File: src/rtl/lic_timer_pkg.sv
package lic_timer_pkg;
    localparam int MASK_BIT = 16;
    localparam int MODE_BIT = 17;

    localparam logic [3:0] A_BASE  = 4'd0;
    localparam logic [3:0] A_TPRI  = 4'd1;
    localparam logic [3:0] A_SPUR  = 4'd2;
    localparam logic [3:0] A_DMODE = 4'd3;
    localparam logic [3:0] A_DIV   = 4'd4;
    localparam logic [3:0] A_START = 4'd5;
    localparam logic [3:0] A_CUR   = 4'd6;
    localparam int         A_LVT0  = 8;

    function automatic logic [31:0] lvt_reset(input int idx, input bit bsp);
        if (bsp && idx == 1) return 32'h0000_0700;
        return 32'h0001_0000;
    endfunction

    function automatic logic [31:0] base_reset(input bit bsp);
        return 32'hFEE0_0800 | (bsp ? 32'h0000_0100 : 32'h0);
    endfunction
endpackage

File: src/rtl/lic_prescaler.sv
module lic_prescaler #(
    parameter int DIV_W = 3
) (
    input  logic             clk,
    input  logic             rst_n,
    input  logic             tick_i,
    input  logic             restart_i,
    input  logic [DIV_W-1:0] shift_i,
    output logic             scaled_o
);
    localparam int PRE_W = (1 << DIV_W) - 1;

    typedef struct packed {
        logic [PRE_W-1:0] cnt;
    } pre_t;

    pre_t s_d, s_q;
    logic [PRE_W-1:0] lim;

    always_comb begin
        lim      = {PRE_W{1'b1}} >> (PRE_W - int'(shift_i));
        scaled_o = tick_i && !restart_i && (s_q.cnt == lim);
        s_d      = s_q;
        if (restart_i)     s_d.cnt = '0;
        else if (scaled_o) s_d.cnt = '0;
        else if (tick_i)   s_d.cnt = s_q.cnt + 1'b1;
    end

    always_ff @(posedge clk) begin
        if (!rst_n) s_q <= '0;
        else        s_q <= s_d;
    end

    p_cnt_below_div_r3: assert property (@(posedge clk) disable iff (!rst_n)
        s_q.cnt <= lim);
endmodule

File: src/rtl/lic_countdown.sv
module lic_countdown #(
    parameter int CNT_W = 32,
    parameter int DIV_W = 3
) (
    input  logic             clk,
    input  logic             rst_n,
    input  logic             load_i,
    input  logic [CNT_W-1:0] load_val_i,
    input  logic [CNT_W-1:0] start_i,
    input  logic [DIV_W-1:0] div_i,
    input  logic             scaled_i,
    input  logic             periodic_i,
    input  logic             mask_i,
    input  logic [7:0]       vec_i,
    output logic [DIV_W-1:0] shift_o,
    output logic [CNT_W-1:0] current_o,
    output logic             irq_o,
    output logic [7:0]       irq_vec_o
);
    typedef struct packed {
        logic [CNT_W-1:0] remain;
        logic             active;
        logic [DIV_W-1:0] shift;
        logic             irq;
        logic [7:0]       vec;
    } cd_t;

    cd_t s_d, s_q;

    always_comb begin
        s_d     = s_q;
        s_d.irq = 1'b0;
        if (load_i) begin
            s_d.remain = load_val_i;
            s_d.active = (load_val_i != '0);
            s_d.shift  = div_i;
        end else if (scaled_i && s_q.active) begin
            if (s_q.remain == '0) begin
                s_d.irq = !mask_i;
                s_d.vec = vec_i;
                if (periodic_i) begin
                    s_d.remain = start_i;
                    s_d.shift  = div_i;
                end else begin
                    s_d.active = 1'b0;
                end
            end else begin
                s_d.remain = s_q.remain - 1'b1;
            end
        end
    end

    always_ff @(posedge clk) begin
        if (!rst_n) s_q <= '0;
        else        s_q <= s_d;
    end

    assign shift_o   = s_q.shift;
    assign current_o = s_q.active ? s_q.remain : '0;
    assign irq_o     = s_q.irq;
    assign irq_vec_o = s_q.vec;

    p_mask_silent_r8: assert property (@(posedge clk) disable iff (!rst_n)
        s_q.irq |-> $past(!mask_i));
    p_pulse_single_r11: assert property (@(posedge clk) disable iff (!rst_n)
        s_q.irq |=> !s_q.irq);
    p_oneshot_idle_r6: assert property (@(posedge clk) disable iff (!rst_n)
        (s_q.irq && $past(!periodic_i)) |-> !s_q.active);
    p_zero_idle_r7: assert property (@(posedge clk) disable iff (!rst_n)
        (load_i && load_val_i == '0) |=> !s_q.active);
    p_remain_bound_r4: assert property (@(posedge clk) disable iff (!rst_n)
        s_q.active |-> (s_q.remain <= start_i));
endmodule

File: src/rtl/lic_regfile.sv
module lic_regfile
    import lic_timer_pkg::*;
#(
    parameter bit IS_BSP  = 1'b1,
    parameter int NUM_LVT = 4,
    parameter int DIV_W   = 3
) (
    input  logic             clk,
    input  logic             rst_n,
    input  logic             wr_en,
    input  logic [3:0]       wr_addr,
    input  logic [31:0]      wr_data,
    input  logic [3:0]       rd_addr,
    input  logic [31:0]      current_i,
    output logic [31:0]      rd_data,
    output logic             load_o,
    output logic [31:0]      start_o,
    output logic [DIV_W-1:0] div_o,
    output logic [31:0]      timer_lvt_o
);
    typedef struct packed {
        logic [31:0]               tpri;
        logic [31:0]               spur;
        logic [31:0]               dmode;
        logic [31:0]               div;
        logic [31:0]               start;
        logic [NUM_LVT-1:0][31:0]  lvt;
    } rf_t;

    rf_t s_d, s_q, s_rst;

    always_comb begin
        s_rst       = '0;
        s_rst.spur  = 32'h0000_00FF;
        s_rst.dmode = 32'h0000_000F;
        for (int i = 0; i < NUM_LVT; i++) s_rst.lvt[i] = lvt_reset(i, IS_BSP);
    end

    always_comb begin
        s_d = s_q;
        if (wr_en) begin
            case (wr_addr)
                A_TPRI:  s_d.tpri  = wr_data;
                A_SPUR:  s_d.spur  = wr_data;
                A_DMODE: s_d.dmode = wr_data;
                A_DIV:   s_d.div   = wr_data;
                A_START: s_d.start = wr_data;
                default: ;
            endcase
            for (int i = 0; i < NUM_LVT; i++)
                if (wr_addr == 4'(A_LVT0 + i)) s_d.lvt[i] = wr_data;
        end
    end

    always_ff @(posedge clk) begin
        if (!rst_n) s_q <= s_rst;
        else        s_q <= s_d;
    end

    always_comb begin
        rd_data = '0;
        case (rd_addr)
            A_BASE:  rd_data = base_reset(IS_BSP);
            A_TPRI:  rd_data = s_q.tpri;
            A_SPUR:  rd_data = s_q.spur;
            A_DMODE: rd_data = s_q.dmode;
            A_DIV:   rd_data = s_q.div;
            A_START: rd_data = s_q.start;
            A_CUR:   rd_data = current_i;
            default: ;
        endcase
        for (int i = 0; i < NUM_LVT; i++)
            if (rd_addr == 4'(A_LVT0 + i)) rd_data = s_q.lvt[i];
    end

    assign load_o      = wr_en && (wr_addr == A_START);
    assign start_o     = s_q.start;
    assign div_o       = s_q.div[DIV_W-1:0];
    assign timer_lvt_o = s_q.lvt[0];

    p_start_tracks_r10: assert property (@(posedge clk) disable iff (!rst_n)
        load_o |=> (s_q.start == $past(wr_data)));
endmodule

File: src/rtl/lic_timer.sv
module lic_timer
    import lic_timer_pkg::*;
#(
    parameter bit IS_BSP  = 1'b1,
    parameter int NUM_LVT = 4,
    parameter int DIV_W   = 3
) (
    input  logic        clk,
    input  logic        rst_n,
    input  logic        tick_in,
    input  logic        wr_en,
    input  logic [3:0]  wr_addr,
    input  logic [31:0] wr_data,
    input  logic [3:0]  rd_addr,
    output logic [31:0] rd_data,
    output logic        irq_valid,
    output logic [7:0]  irq_vector
);
    logic             load;
    logic [31:0]      start;
    logic [DIV_W-1:0] div_cfg;
    logic [DIV_W-1:0] act_shift;
    logic [31:0]      timer_lvt;
    logic [31:0]      current;
    logic             scaled;

    lic_regfile #(.IS_BSP(IS_BSP), .NUM_LVT(NUM_LVT), .DIV_W(DIV_W)) u_rf (
        .clk(clk), .rst_n(rst_n),
        .wr_en(wr_en), .wr_addr(wr_addr), .wr_data(wr_data),
        .rd_addr(rd_addr), .current_i(current), .rd_data(rd_data),
        .load_o(load), .start_o(start), .div_o(div_cfg),
        .timer_lvt_o(timer_lvt)
    );

    lic_prescaler #(.DIV_W(DIV_W)) u_pre (
        .clk(clk), .rst_n(rst_n), .tick_i(tick_in), .restart_i(load),
        .shift_i(act_shift), .scaled_o(scaled)
    );

    lic_countdown #(.CNT_W(32), .DIV_W(DIV_W)) u_cd (
        .clk(clk), .rst_n(rst_n),
        .load_i(load), .load_val_i(wr_data), .start_i(start),
        .div_i(div_cfg), .scaled_i(scaled),
        .periodic_i(timer_lvt[MODE_BIT]), .mask_i(timer_lvt[MASK_BIT]),
        .vec_i(timer_lvt[7:0]),
        .shift_o(act_shift), .current_o(current),
        .irq_o(irq_valid), .irq_vec_o(irq_vector)
    );
endmodule

File: config.mk
export PLATFORM = sky130hd
export DESIGN_NAME = lic_timer
export DESIGN_NICKNAME = d
export VERILOG_FILES = /design/src/rtl/lic_timer_pkg.sv /design/src/rtl/lic_prescaler.sv /design/src/rtl/lic_countdown.sv /design/src/rtl/lic_regfile.sv /design/src/rtl/lic_timer.sv
export SDC_FILE = /design/constraint.sdc
export NUM_CORES = 1
export LEC_CHECK = 0
export BUFFER_PORTS_ARGS = -buffer_cell sky130_fd_sc_hd__buf_2
export CAP_MARGIN = 20
export CORE_MARGIN = 2
export CORE_UTILIZATION = 40
export DETAILED_ROUTE_END_ITERATION = 7
export HOLD_SLACK_MARGIN = 0.1
export PLACE_DENSITY_LB_ADDON = 0.05
export SETUP_SLACK_MARGIN = 0.5
export SLEW_MARGIN = 5
export SYNTH_ARGS = -nofsm -noshare
export SYNTH_HDL_FRONTEND = slang
export SYNTH_SLANG_ARGS = --single-unit
File: constraint.sdc
create_clock -name clk -period 3.07 [get_ports clk]
set_input_delay 0.1535 -clock clk [delete_from_list [all_inputs] [get_ports clk]]
set_output_delay 0.1535 -clock clk [all_outputs]
set_load 0.01 [all_outputs]
# ---- After elaboration in Yosys (flattened, before gate mapping)
# Cells that the tools add are included.
dict set report totals {
  regBits 340
  inputBits 44
  out_inout_bits 41
  word_cells 85
}
dict set report op_classes {
  n_addsub 3
  n_eq_ne 22
  shift 1
  n_mux 13
  bitwise_logic 4
  n_reduce_logical 27
}
# cell count
set op_table {}
lappend op_table {{$mux 32} 7}
lappend op_table {{$pmux 32 s7} 1}
lappend op_table {{$mux 45} 1}
lappend op_table {{$mux 36} 1}
lappend op_table {{$eq 4x4->1 const B} 8}
lappend op_table {{$logic_not 32->1} 1}
lappend op_table {{$reduce_bool 32->1} 1}
lappend op_table {{$shr 7x32->7 const A} 1}
lappend op_table {{$sub 32x1->32 const B} 1}
lappend op_table {{$eq 4x3->1 const B} 5}
lappend op_table {{$reduce_and 2->1} 10}
lappend op_table {{$eq 4x2->1 const B} 4}
lappend op_table {{$mux 13} 1}
lappend op_table {{$reduce_and 3->1} 3}
lappend op_table {{$eq 4x1->1 const B} 2}
lappend op_table {{$add 7x1->7 const B} 1}
lappend op_table {{$eq 7x7->1} 1}
lappend op_table {{$reduce_bool 2->1} 3}
lappend op_table {{$logic_and 1x1->1} 4}
lappend op_table {{$logic_not 4->1} 1}
lappend op_table {{$not 1->1} 4}
lappend op_table {{$reduce_or 4->1} 1}
lappend op_table {{$sub 3x3->4 const A} 1}
lappend op_table {{$mux 3} 1}
lappend op_table {{5 further kinds} 6}

# ---- Depth between registers and ports, before layout
dict set report logic_depth {
  ltp_word 8
  mapped_depth 10
  mapped_depth_nobuf 8
}

# ---- Modules after synthesis
# From an unflattened synthesis, not the netlist that was laid out.
dict set report hier_totals {
  hier_cells 2344
  hier_area_um2 18232.5
}
# mod n_inst cells_per_inst area_each_um2 seq_area_each_um2
set modules_own_cells {}
lappend modules_own_cells {lic_regfile 1 1858 14508.9 5765.5}
lappend modules_own_cells {lic_countdown 1 421 3179.3 900.9}
lappend modules_own_cells {lic_prescaler 1 65 544.3 140.1}

# ---- Worst setup path before layout
# Ideal clock, no wire load.
dict set report synth_timing {
  kind {flip-flop to flip-flop}
  startpoint {reg u_cd.s_q[33] (netlist name)}
  endpoint {reg u_cd.s_q[40] (netlist name)}
  setup_time_ns 0.122
  arrival_ns 2.265
  required_ns 2.948
  path_slack_ns 0.683
  path_stages_with_launch 8
  n_path_buf 1
  period_less_slack_ns 2.387
  path_cell_list {dfxtp_1 > buf_6 > or4_4 > or3_1 > or4_1 > a211oi_2 > nor4_1 > a221o_1}
}
dict set report synth_via {
  elab_chain_cells 4
  word_cells_on_any_way 7
  cone_classes {1 x add/sub; 1 x eq/ne; 3 x mux; 2 x reduce/logical}
}
# element line_no
set synth_rtl {}
lappend synth_rtl {{start, declared} lic_countdown.sv:28} ;# cd_t s_d, s_q;
lappend synth_rtl {{start signal, assigned} lic_countdown.sv:54} ;# if (!rst_n) s_q <= '0;
lappend synth_rtl {{start signal, assigned} lic_countdown.sv:55} ;# else s_q <= s_d;
lappend synth_rtl {{$sub 32x1->32 or $logic_not 32->1 (tied branches)} {lic_countdown.sv:48, lic_countdown.sv:38}}
lappend synth_rtl {{$mux 32} lic_countdown.sv:38} ;# if (s_q.remain == '0) begin
lappend synth_rtl {{$mux 45} lic_countdown.sv:37} ;# end else if (scaled_i && s_q.active) begin
lappend synth_rtl {{$mux 36} lic_countdown.sv:33} ;# if (load_i) begin
# Parallel ways exist; a longest one is shown, timed or not. The select of a mux whose other input is x is not followed.
# A chain may end at the register's enable or synchronous reset.

# ---- Worst setup path in the final report
dict set report layout_timing {
  startpoint {reg u_cd.s_q[12] (netlist name)}
  endpoint {out rd_data[24]}
}
dict set report layout_via {
  elab_chain_cells 6
}
# element line_no
set layout_rtl {}
lappend layout_rtl {{$mux 32} lic_countdown.sv:59} ;# assign current_o = s_q.active ? s_q.remain : '0;
lappend layout_rtl {{$pmux 32 s7} lic_regfile.sv:62} ;# case (rd_addr)
lappend layout_rtl {{$mux 32 (4 in a row)} lic_regfile.sv:73} ;# if (rd_addr == 4'(A_LVT0 + i)) rd_data = s_q.lvt[i];
lappend layout_rtl {{end, declared} lic_timer.sv:15} ;# output logic [31:0] rd_data,
# No other way between the ends.

==> run metrics <==
Die X-Extent ~200 µm; routed length per instance about 22 µm; floorplan row count 73; MaxCap Viol Count 0; final setup violating endpoints 0; antenna diode count 0; hold_ws 0.1524 ns; proportion of power drawn by flip-flops and latches 42.7%; maximum number of pins on one net before global-route repair approximately 140; final total power 10.61 mW; starting density of the core between 40% and 50%; Logic pwr share 12.5%; count of placed standard cells in the final layout, fillers left out 2763; Worst Min Path Start rst_n; final setup margin 0.4354 ns; portion of the clock cycle consumed by the worst path in the final layout 85.82%; clock network power share 44.7%; share of layout cells above drive strength 1 12.78%; clock tree from TritonCTS done; count of state elements after synthesis 340; critical setup path kind flip-flop to output pin; share of total power consumed by net switching 27.15%; Netlist cell types roughly 70; worst hold path depth 3; internal power consumption slightly below 8 mW; time the worst path needs with I/O delays and setup 2.635 ns; area of the mapped netlist 15930 µm²; hpwl dp 40950 µm; Via-to-Cell Ratio around 5.7; slowest stage cell, crit path sky130_fd_sc_hd__a222oi_1; worst path required time 2.92 ns; global-route usage over all layers 29.41%; fraction of registers with async set/reset 0%; worst vdd rail ir drop 0.3826 mV; number of instances in the synthesized netlist ~2200; number of buffers created by CTS 40; crit-path cells and3_4 > a222oi_1 > a31oi_1 > a221o_1 > buf_2; CP Max Fanout 5; antenna violations before repair 0; leakage power 6.762 nW; Post-Place Worst Slack 0.4259 ns; port bufs 84; launch point of the worst reg-to-reg path u_cd.s_q[23]$_SDFFE_PN0P_; leading area contributor after synthesis sky130_fd_sc_hd__dfxtp_1; number of remaining DRC errors 0; Iter 0 DRT Violations between 1500 and 2000; end-of-flow core utilization 47.47%; transition at the pin with the smallest max-transition slack 0.8468 ns; die area 41440 µm²; Pwr per Cell Area between 500 and 600 nW/µm²; net count of the finished layout ~2300; NetSw 2.881 mW; dominant cell by count in the synthesized netlist sky130_fd_sc_hd__nand2_1; upper clock frequency limit 0.3796 GHz; area share of the largest cell type after synthesis 42.73%; total congestion overflow 0; Worst setup startpoint u_cd.s_q[12]$_SDFFE_PN0P_; setup repair after global routing missed its margin true; number of iterations in the first detailed-routing pass 5; wire length after detailed routing 61630 µm; Clk Latency, worst-skew pair 0.56 ns; Placement Cell Area 16920 µm²; Post-synth EDFFs 0; root buffer cell sky130_fd_sc_hd__clkbuf_16; final number of hold-violating endpoints 0; Area Overhead vs Synth 17.86%; wire length of the first global-routing pass ~93000 µm; clock slew at the register clock pins of the worst setup and hold paths 0.05 ns; worst stage delay on the critical path ~0.6 ns; chip height slightly above 200 µm; via count of the first global-routing pass 14660; leading cell types by count after synthesis 685 x sky130_fd_sc_hd__nand2_1, 340 x sky130_fd_sc_hd__dfxtp_1, 324 x sky130_fd_sc_hd__a21oi_1; Final Skew about 0.013 ns; average size of a mapped cell ~7.4 µm²; vias post-DR 15780; max-slew violation count 0; status finished, final reports clean; critical path launch point type flip-flop; primary flip-flop cell chosen by synthesis mapping sky130_fd_sc_hd__dfxtp_1; Arr. time, crit path 2.48 ns; Hold WC Path Type input port to flip-flop; Max-slew headroom 43.55%; maximum root-to-sink buffer count 3; leading cell types by total area after synthesis sky130_fd_sc_hd__dfxtp_1 43%, sky130_fd_sc_hd__nand2_1 16%, sky130_fd_sc_hd__a21oi_1 10%; clock sink count between 300 and 400; cell total after placement between 2000 and 3000; number of fill cells in the layout 3918; worst reg-to-reg path cell count 8; Ports 85; Post-DRT Antenna Nets 0; Final Instance Area 18780 µm²; Core Area roughly 40000 µm²; CTS HTree Levels 2; placer congestion estimate approximately 0.85; total negative setup slack 0 ns; fraction of the yosys area taken by sequential cells 42.73%; total number of yosys warnings 0; type of element capturing the critical path output pin; syn nets 2212
==> state kept, by name, indices dropped and copies added (netlist names) <==
signal / flops
u_rf.div_o: 3
u_rf.start_o: 32
u_rf.timer_lvt_o: 32
u_rf.s_q: 221
u_cd.irq_o: 1
u_cd.shift_o: 3
u_pre.s_q: 7
u_cd.s_q: 33
u_cd.irq_vec_o: 8
==> area by class of cell <==
cell class | instances | area (µm²) | share of cell area, %
Inverter | 8 | 37.54 | 0.1999
Tap cell | 525 | 656.9 | 3.499
Timing Repair Buffer | 211 | 1531 | 8.157
Clock buffer | 67 | 1225 | 6.524
Multi-Input combinational cell | 1607 | 8451 | 45.01
Clock inverter | 5 | 61.31 | 0.3265
Sequential cell | 340 | 6813 | 36.29
==> cells by family after synthesis <==
logic type / synth area share [%]
compound gates: 20.97
mux: 2.969
flops: 42.73
buf+inv: 5.482
fa+ha+maj: 0.2357
simple gates: 25.97
xor+xnor: 1.649
==> repair_timing <==
action | CTS | global route
hold endpoints to repair | 300 | 0
hold buffers | 34 | 0
pin swaps | 4 | 4
cloned | 0 | 2
buffers inserted | 4 | 1
setup endpoints to repair | 33 | 26
gates resized for setup | 23 | 22
==> power groups by stage <==
stage	registers [mW]	clock network, mW	logic (mW)
2_1_floorplan	4.60	0	0.792
3_3_place_gp	4.62	0	1.26
3_5_place_dp	4.63	0	1.25
4_1_cts	4.53	4.83	1.30
5_1_grt	4.54	5.01	1.44
6_report	4.53	4.75	1.33
==> metal layers <==
| layer | up-vias | track usage, % | wire (µm) |
|---|---|---|---|
| met4 | 0 | 8.186 | 1496 |
| met1 | 7526 | 43.80 | 28700 |
| met2 | 658 | 43.27 | 25970 |
| li1 | 7510 | - | - |
| met5 | - | 0 | 0 |
| met3 | 87 | 5.177 | 5472 |
==> critical path: cells and delay by family, from the launching register on <==
family / cells / cell delay [ns]
AOI/OAI and AO/OA: 3 / 1.23
DFF: 1 / 0.36
and+or+nand+nor: 1 / 0.18
buffers and inverters: 1 / 0.15
==> final timing paths <==
| path | to | slack (ns) |
|---|---|---|
| max reg2reg | u_cd.s_q[16]$_SDFFE_PN0P_ | 0.59 |
| min | u_rf.start_o[12]$_SDFFE_PN0P_ | 0.15 |
| max | rd_data[24] | 0.44 |
| min reg2reg | u_rf.s_q[264]$_SDFFE_PN0P_ | 0.45 |
==> cells in the final DEF, fill, tap and decap left out, types with 8 or more instances in the layout <==
| cell type | n |
|---|---|
| sky130_fd_sc_hd__a21oi_1 | 324 |
| sky130_fd_sc_hd__a221o_1 | 18 |
| sky130_fd_sc_hd__a221oi_1 | 13 |
| sky130_fd_sc_hd__a222oi_1 | 10 |
| sky130_fd_sc_hd__a22oi_1 | 27 |
| sky130_fd_sc_hd__a31oi_1 | 20 |
| sky130_fd_sc_hd__and3_1 | 21 |
| sky130_fd_sc_hd__buf_2 | 84 |
| sky130_fd_sc_hd__buf_4 | 84 |
| sky130_fd_sc_hd__clkbuf_1 | 17 |
| sky130_fd_sc_hd__clkbuf_16 | 43 |
| sky130_fd_sc_hd__clkbuf_8 | 8 |
| sky130_fd_sc_hd__dfxtp_1 | 337 |
| sky130_fd_sc_hd__dlygate4sd3_1 | 34 |
| sky130_fd_sc_hd__mux2i_1 | 45 |
| sky130_fd_sc_hd__nand2_1 | 683 |
| sky130_fd_sc_hd__nand2b_1 | 10 |
| sky130_fd_sc_hd__nand3_1 | 53 |
| sky130_fd_sc_hd__nand4_1 | 9 |
| sky130_fd_sc_hd__nor2_1 | 81 |
| sky130_fd_sc_hd__nor2b_1 | 10 |
| sky130_fd_sc_hd__nor3_1 | 16 |
| sky130_fd_sc_hd__nor4_1 | 16 |
| sky130_fd_sc_hd__o211ai_1 | 12 |
| sky130_fd_sc_hd__o21ai_0 | 40 |
| sky130_fd_sc_hd__o21ai_1 | 35 |
| sky130_fd_sc_hd__o22ai_1 | 9 |
| sky130_fd_sc_hd__o31a_1 | 11 |
| sky130_fd_sc_hd__or3_1 | 8 |
| sky130_fd_sc_hd__xnor2_1 | 22 |
| sky130_fd_sc_hd__xor2_1 | 8 |
No activity file was read; power rests on OpenSTA's default activity.
